===== src/rtl/hwloop_pkg.sv =====
// Shared definitions for the loop sequencer: command encodings.
package hwloop_pkg;

    // Setup command codes carried on cmd_op.
    typedef enum logic [1:0] {
        OP_FIRST = 2'd0,
        OP_LAST  = 2'd1,
        OP_COUNT = 2'd2,
        OP_FAST  = 2'd3
    } hwl_op_e;

endpackage


===== src/rtl/hwloop_set.sv =====
// One loop context: first address, last address, remaining count.
// What it does: takes setup writes, and decrements the count when the
// arbiter grants an iteration.
// Assumes: the arbiter never raises dec_en for a set that is being written
// in the same cycle; a write still wins if it does.
module hwloop_set
    import hwloop_pkg::*;
#(
    parameter int ADDR_W = 32,
    parameter int CNT_W  = 16
) (
    input  logic              clk,
    input  logic              rst_n,
    input  logic              wr_en,
    input  hwl_op_e           wr_op,
    input  logic [ADDR_W-1:0] wr_pc,
    input  logic [ADDR_W-1:0] wr_data,
    input  logic [ADDR_W-1:0] wr_offset,
    input  logic              dec_en,
    output logic [ADDR_W-1:0] first_addr,
    output logic [ADDR_W-1:0] last_addr,
    output logic [CNT_W-1:0]  count
);

    localparam logic [ADDR_W-1:0] INSN_BYTES = ADDR_W'(4);

    logic [ADDR_W-1:0] fast_first;

    // Fast setup: the body begins right after the setup instruction.
    always_comb fast_first = wr_pc + INSN_BYTES;

    // Context registers: a setup write has priority over a decrement.
    always_ff @(posedge clk) begin
        if (!rst_n) begin
            first_addr <= '0;
            last_addr  <= '0;
            count      <= '0;
        end else if (wr_en) begin
            case (wr_op)
                OP_FIRST: first_addr <= wr_data;
                OP_LAST:  last_addr  <= wr_data;
                OP_COUNT: count      <= wr_data[CNT_W-1:0];
                OP_FAST: begin
                    first_addr <= fast_first;
                    last_addr  <= fast_first + wr_offset;
                    count      <= wr_data[CNT_W-1:0];
                end
                default: ;
            endcase
        end else if (dec_en) begin
            count <= count - 1'b1;
        end
    end

endmodule


===== src/rtl/hwloop_arb.sv =====
// Loop-end arbiter: compares the fetch PC with every context's last
// address and chooses which context redirects and which ones decrement.
// What it does: lower-numbered sets are served first; a set on its final
// iteration retires without redirecting and hands the decision on.
// Assumes: the blocked bits mark sets that a setup write targets this cycle.
module hwloop_arb #(
    parameter int NUM_SETS = 2,
    parameter int ADDR_W   = 32,
    parameter int CNT_W    = 16
) (
    input  logic                             fetch_valid,
    input  logic [ADDR_W-1:0]                fetch_pc,
    input  logic [NUM_SETS-1:0][ADDR_W-1:0]  first_addr,
    input  logic [NUM_SETS-1:0][ADDR_W-1:0]  last_addr,
    input  logic [NUM_SETS-1:0][CNT_W-1:0]   count,
    input  logic [NUM_SETS-1:0]              blocked,
    output logic                             redirect,
    output logic [ADDR_W-1:0]                redirect_pc,
    output logic [NUM_SETS-1:0]              dec_en
);

    localparam logic [CNT_W-1:0] ONE = CNT_W'(1);

    logic [NUM_SETS-1:0] hit;
    logic [NUM_SETS-1:0] again;
    logic                claimed;

    // Per-set end match and "more iterations to go" flags.
    for (genvar g = 0; g < NUM_SETS; g++) begin : g_match
        assign hit[g]   = fetch_valid && !blocked[g] && (count[g] != '0)
                          && (fetch_pc == last_addr[g]);
        assign again[g] = count[g] > ONE;
    end

    // Priority walk from set 0 upward; the first repeating hit claims the PC.
    always_comb begin
        claimed     = 1'b0;
        redirect    = 1'b0;
        redirect_pc = '0;
        dec_en      = '0;
        for (int i = 0; i < NUM_SETS; i++) begin
            if (!claimed && hit[i]) begin
                dec_en[i] = 1'b1;
                if (again[i]) begin
                    claimed     = 1'b1;
                    redirect    = 1'b1;
                    redirect_pc = first_addr[i];
                end
            end
        end
    end

endmodule


===== src/rtl/hwloop_ctrl.sv =====
// Zero-overhead loop sequencer top.
// What it does: holds NUM_SETS loop contexts (set 0 innermost), decodes the
// setup commands, and redirects fetch to a loop's first address whenever
// the fetch PC reaches its last address with iterations left.
// Assumes: redirect is consumed combinationally by the next-PC mux in the
// same cycle; NUM_SETS is at least 2.
module hwloop_ctrl
    import hwloop_pkg::*;
#(
    parameter int NUM_SETS = 2,
    parameter int ADDR_W   = 32,
    parameter int CNT_W    = 16,
    localparam int SET_W   = $clog2(NUM_SETS)
) (
    input  logic                clk,
    input  logic                rst_n,
    input  logic                cmd_valid,
    input  logic [1:0]          cmd_op,
    input  logic [SET_W-1:0]    cmd_set,
    input  logic [ADDR_W-1:0]   cmd_pc,
    input  logic [ADDR_W-1:0]   cmd_data,
    input  logic [ADDR_W-1:0]   cmd_offset,
    input  logic                fetch_valid,
    input  logic [ADDR_W-1:0]   fetch_pc,
    output logic                redirect,
    output logic [ADDR_W-1:0]   redirect_pc,
    output logic [NUM_SETS-1:0] loop_active
);

    logic [NUM_SETS-1:0][ADDR_W-1:0] first_q;
    logic [NUM_SETS-1:0][ADDR_W-1:0] last_q;
    logic [NUM_SETS-1:0][CNT_W-1:0]  count_q;
    logic [NUM_SETS-1:0]             wr_sel;
    logic [NUM_SETS-1:0]             dec_en;
    hwl_op_e                         op_dec;

    // Command code to enum.
    always_comb op_dec = hwl_op_e'(cmd_op);

    // One context per set, plus its write select and activity flag.
    for (genvar g = 0; g < NUM_SETS; g++) begin : g_set
        assign wr_sel[g]      = cmd_valid && (cmd_set == SET_W'(g));
        assign loop_active[g] = count_q[g] != '0;

        hwloop_set #(
            .ADDR_W (ADDR_W),
            .CNT_W  (CNT_W)
        ) u_set (
            .clk        (clk),
            .rst_n      (rst_n),
            .wr_en      (wr_sel[g]),
            .wr_op      (op_dec),
            .wr_pc      (cmd_pc),
            .wr_data    (cmd_data),
            .wr_offset  (cmd_offset),
            .dec_en     (dec_en[g]),
            .first_addr (first_q[g]),
            .last_addr  (last_q[g]),
            .count      (count_q[g])
        );
    end

    hwloop_arb #(
        .NUM_SETS (NUM_SETS),
        .ADDR_W   (ADDR_W),
        .CNT_W    (CNT_W)
    ) u_arb (
        .fetch_valid (fetch_valid),
        .fetch_pc    (fetch_pc),
        .first_addr  (first_q),
        .last_addr   (last_q),
        .count       (count_q),
        .blocked     (wr_sel),
        .redirect    (redirect),
        .redirect_pc (redirect_pc),
        .dec_en      (dec_en)
    );

endmodule


===== config.mk =====
export PLATFORM = sky130hd
export DESIGN_NAME = hwloop_ctrl
export DESIGN_NICKNAME = d
export VERILOG_FILES = /design/src/rtl/hwloop_pkg.sv /design/src/rtl/hwloop_set.sv /design/src/rtl/hwloop_arb.sv /design/src/rtl/hwloop_ctrl.sv
export SDC_FILE = /design/constraint.sdc
export NUM_CORES = 1
export LEC_CHECK = 0
export ABC_CLOCK_PERIOD_IN_PS = 3900
export BUFFER_PORTS_ARGS = -buffer_cell sky130_fd_sc_hd__buf_2
export CORE_MARGIN = 2
export CORE_UTILIZATION = 57
export DETAILED_ROUTE_END_ITERATION = 7
export HOLD_SLACK_MARGIN = 0.06
export PLACE_DENSITY = 0.78
export SETUP_SLACK_MARGIN = 0.5
export SLEW_MARGIN = 20
export SYNTH_ARGS = -nofsm -noshare
export SYNTH_HDL_FRONTEND = slang
export SYNTH_SLANG_ARGS = --single-unit

===== constraint.sdc =====
create_clock -name clk -period 3.9 [get_ports clk]
set_clock_uncertainty 0.15 [all_clocks]
set_input_delay 0.78 -clock clk [delete_from_list [all_inputs] [get_ports clk]]
set_output_delay 0.78 -clock clk [all_outputs]
set_load 0.05 [all_outputs]

==> reports/results.ini <==
[pwr]
pwr-share-seq_pct=36.4
p_clk_share_pct=35.5
cellPowerDensity_nw_per_um2=336
p_int_mw=3.30
switchingPower_mw=1.65
combPwrFrac_pct=28.1
peakVddDrop_v=0.000340
p_leak_nw=5.98
swShare_pct=33.3

[sta]
finalSetupViolations=0
rsz0062_at_grt=yes
finalHoldViolCount=0
setup_tns_ns=0
fin_crit_ns=3.85
fmax_ghz=0.260
max-slew-margin-rel_pct=35.7
tightest_slew_ns=0.955
report.final.slew_viol_count=0
fin_ws_ns=0.0488
holdWs_ns=0.322
finalCritPeriodShare_pct=98.7

[logic_synthesis]
syn_avg_cell_area_sq_um=7.56
synth_edf_count=0
yosysSeqAreaShare_pct=29.4
synthArstFlopShare_pct=0
synth.distinct_cells=75
syn_inst=1441
yosys_warnings=0
yosys_register_bits=160
netlist_area_sq_um=10900
synthesis.nets=1624
ys.flop_type=dfxtp_1

[final_layout]
nets=1851
syn_to_final_growth_pct=35.2
drive_gt1_share_pct=29.7
fill_cells=1227
finish.utilization_pct=78.8

[die]
start_util_pct=58.3
fp-row-count=50
die_width_microns=142
die_area_sq_um=20200
core_area_sq_um=18700
ios=170
die_y_microns=142

[global_route]
grt_pass1_wl_microns=59100
grtUsageTotal_pct=37.3
grt_max_degree=37
grt_pass1_vias=11100
overflow=0
antenna_found_initial=1

[placed_design]
dp_hpwl_microns=28800
pre_cts_slack_ns=-0.0223
port_buffers=169
gp_congestion=1.04

[routing]
ant_nets=0
drt-initial-drc-count=1867
drtPass1Iterations=8
via_per_inst=6.64
routedLengthMet1_microns=16100
vias=12700
wl_microns=41900
route.detailed.drc=0
top_layer=met5
wl_per_cell_microns=21.8
wl_met3_microns=5280
wl_met2_microns=18200

[worst_setup_path]
critPathLaunchType=input pin
startpoint=fetch_pc[2]
required_ns=2.97
cp_max_fo=19
critPathArrivalTime_ns=2.92
worstSetupEndpointType=output pin
crit-reg2reg-launch=g_set[0].u_set.count[6]
setup.worst_path.class=in -> out

[clock_tree]
clkLatencyLatePin_ns=0.44
clockBufferDepth=2
cts_buffers=17
clkTransAtPathRegs_ns=0.07
clock-sinks=160
clockRootBuffer=clkbuf_16
cts_hold_buf=0
cts_tree=yes
h-tree-depth=4

[worst_hold_path]
min_from=g_set[0].u_set.first_addr[5]
hold_class=reg -> reg

[status]
status=finished, final reports clean

[flow_run]
maxCapViolCount=0

## repair_timing
| item | in CTS | in global routing |
|---|---|---|
| setup buffers | 8 | 20 |
| pin swaps | 10 | 65 |
| endpoints found under the setup margin | 47 | 70 |
| gates cloned | 1 | 0 |
| gates resized for setup | 82 | 138 |
## cell type report
class	count	area, sq um	area share, %
Antenna cell	3	7.51	0.0510
Clock buffer	19	443	3.01
Clock inverter	13	163	1.10
Inverter	20	75.1	0.510
Multi-Input combinational cell	1174	8360	56.7
Sequential cell	160	3200	21.8
Tap cell	234	293	1.99
Timing Repair Buffer	295	2190	14.9
## path summary, 6_finish.rpt
path              depth (start not counted)  slack [ns]                      endpoint
hold reg to reg                           2        0.32  g_set[0].u_set.first_addr[5]
setup reg to reg                          9        1.21       g_set[1].u_set.count[7]
setup / recovery                         10        0.05               redirect_pc[25]
hold / removal                            2        0.32  g_set[0].u_set.first_addr[5]
## cells in the mapped netlist, drive strengths merged (4+ instances only)
cell type  instances  area, sq um
o221a              9          101
o211ai            23          173
mux2               5         56.3
nand4             29          181
a41oi              5         43.8
ha                47          588
a22o              33          289
o2111ai           10         93.8
a31oi             19          119
nor3              22          115
nand2            202          758
dfxtp            160         3200
or3               19          119
and3              14         87.6
a21o              21          158
a22oi              8         60.1
clkbuf            70          263
inv               19         71.3
a32o              10          100
o21a              11         82.6
nor2             157          597
o31ai             10         75.1
and4               5         43.8
mux2i             16          160
a21oi            132          661
nand3             44          220
o21ai             86          434
xnor2             57          499
nor2b             13         81.3
o21ba              4         40.0
xor2              48          420
and2               4         25.0
o21bai             4         30.0
nor4              20          171
buf               17         86.3
o22ai              4         25.0
or2               15         93.8
a211oi            28          210
## placed cells by master, fill, tap and decap left out, types with 38 or more instances in the layout
master   instances
buf_2          122
nor2_1         149
buf_6           43
o21ai_0         55
a21oi_1        118
nand2_1        198
buf_4          119
dfxtp_1        159
xnor2_1         44
nand3_1         38
## power groups by stage
stage | combinational [mW] | sequential [mW] | clock, mW
final | 1.39 | 1.80 | 1.75
after global routing | 1.48 | 1.81 | 1.83
after CTS | 1.22 | 1.79 | 1.75
after detailed placement | 1.19 | 1.83 | 0
after global placement | 1.17 | 1.83 | 0
after floorplan | 0.769 | 1.81 | 0
## through the flow
stage                     power [mW]  cells  cell area [sq um]
after floorplan                 2.58   1441              11300
final                           4.94   1918              14700
after CTS                       4.76   1895              13900
after global placement          3.00   1854              12900
after detailed placement        3.02   1854              12900
after global routing            5.11   1915              14700
## registers in the layout, indices dropped and copies added (netlist names)
signal / cells
g_set.u_set.count: 32
g_set.u_set.first_addr: 64
g_set.u_set.last_addr: 64
## worst max-delay path, stage by stage
cell	delay, ns
buf_2	0.13
xnor2_1	0.32
nand4_1	0.23
nor2_1	0.15
nand4_1	0.21
or2_4	0.33
nor2_4	0.25
buf_12	0.22
a22o_4	0.14
buf_6	0.15
## metal layers
| layer | vias up | track usage (%) |
|---|---|---|
| met2 | 1001 | 56.3 |
| met1 | 5814 | 51.4 |
| li1 | 5690 | - |
| met4 | 2 | 15.4 |
| met5 | - | 0 |
| met3 | 220 | 8.78 |
## kinds of logic (layout without fill, tap and decap cells)
group	after synthesis	in the layout	synth area share [%]
simple gates	552	552	23.4
mux	21	21	1.99
compound gates	448	448	27.3
fa+ha+maj	48	48	5.58
buf+inv	107	347	3.89
xor+xnor	105	105	8.44
other cells	0	3	0
flops	160	160	29.4
Power figures use the tool's default switching activity.
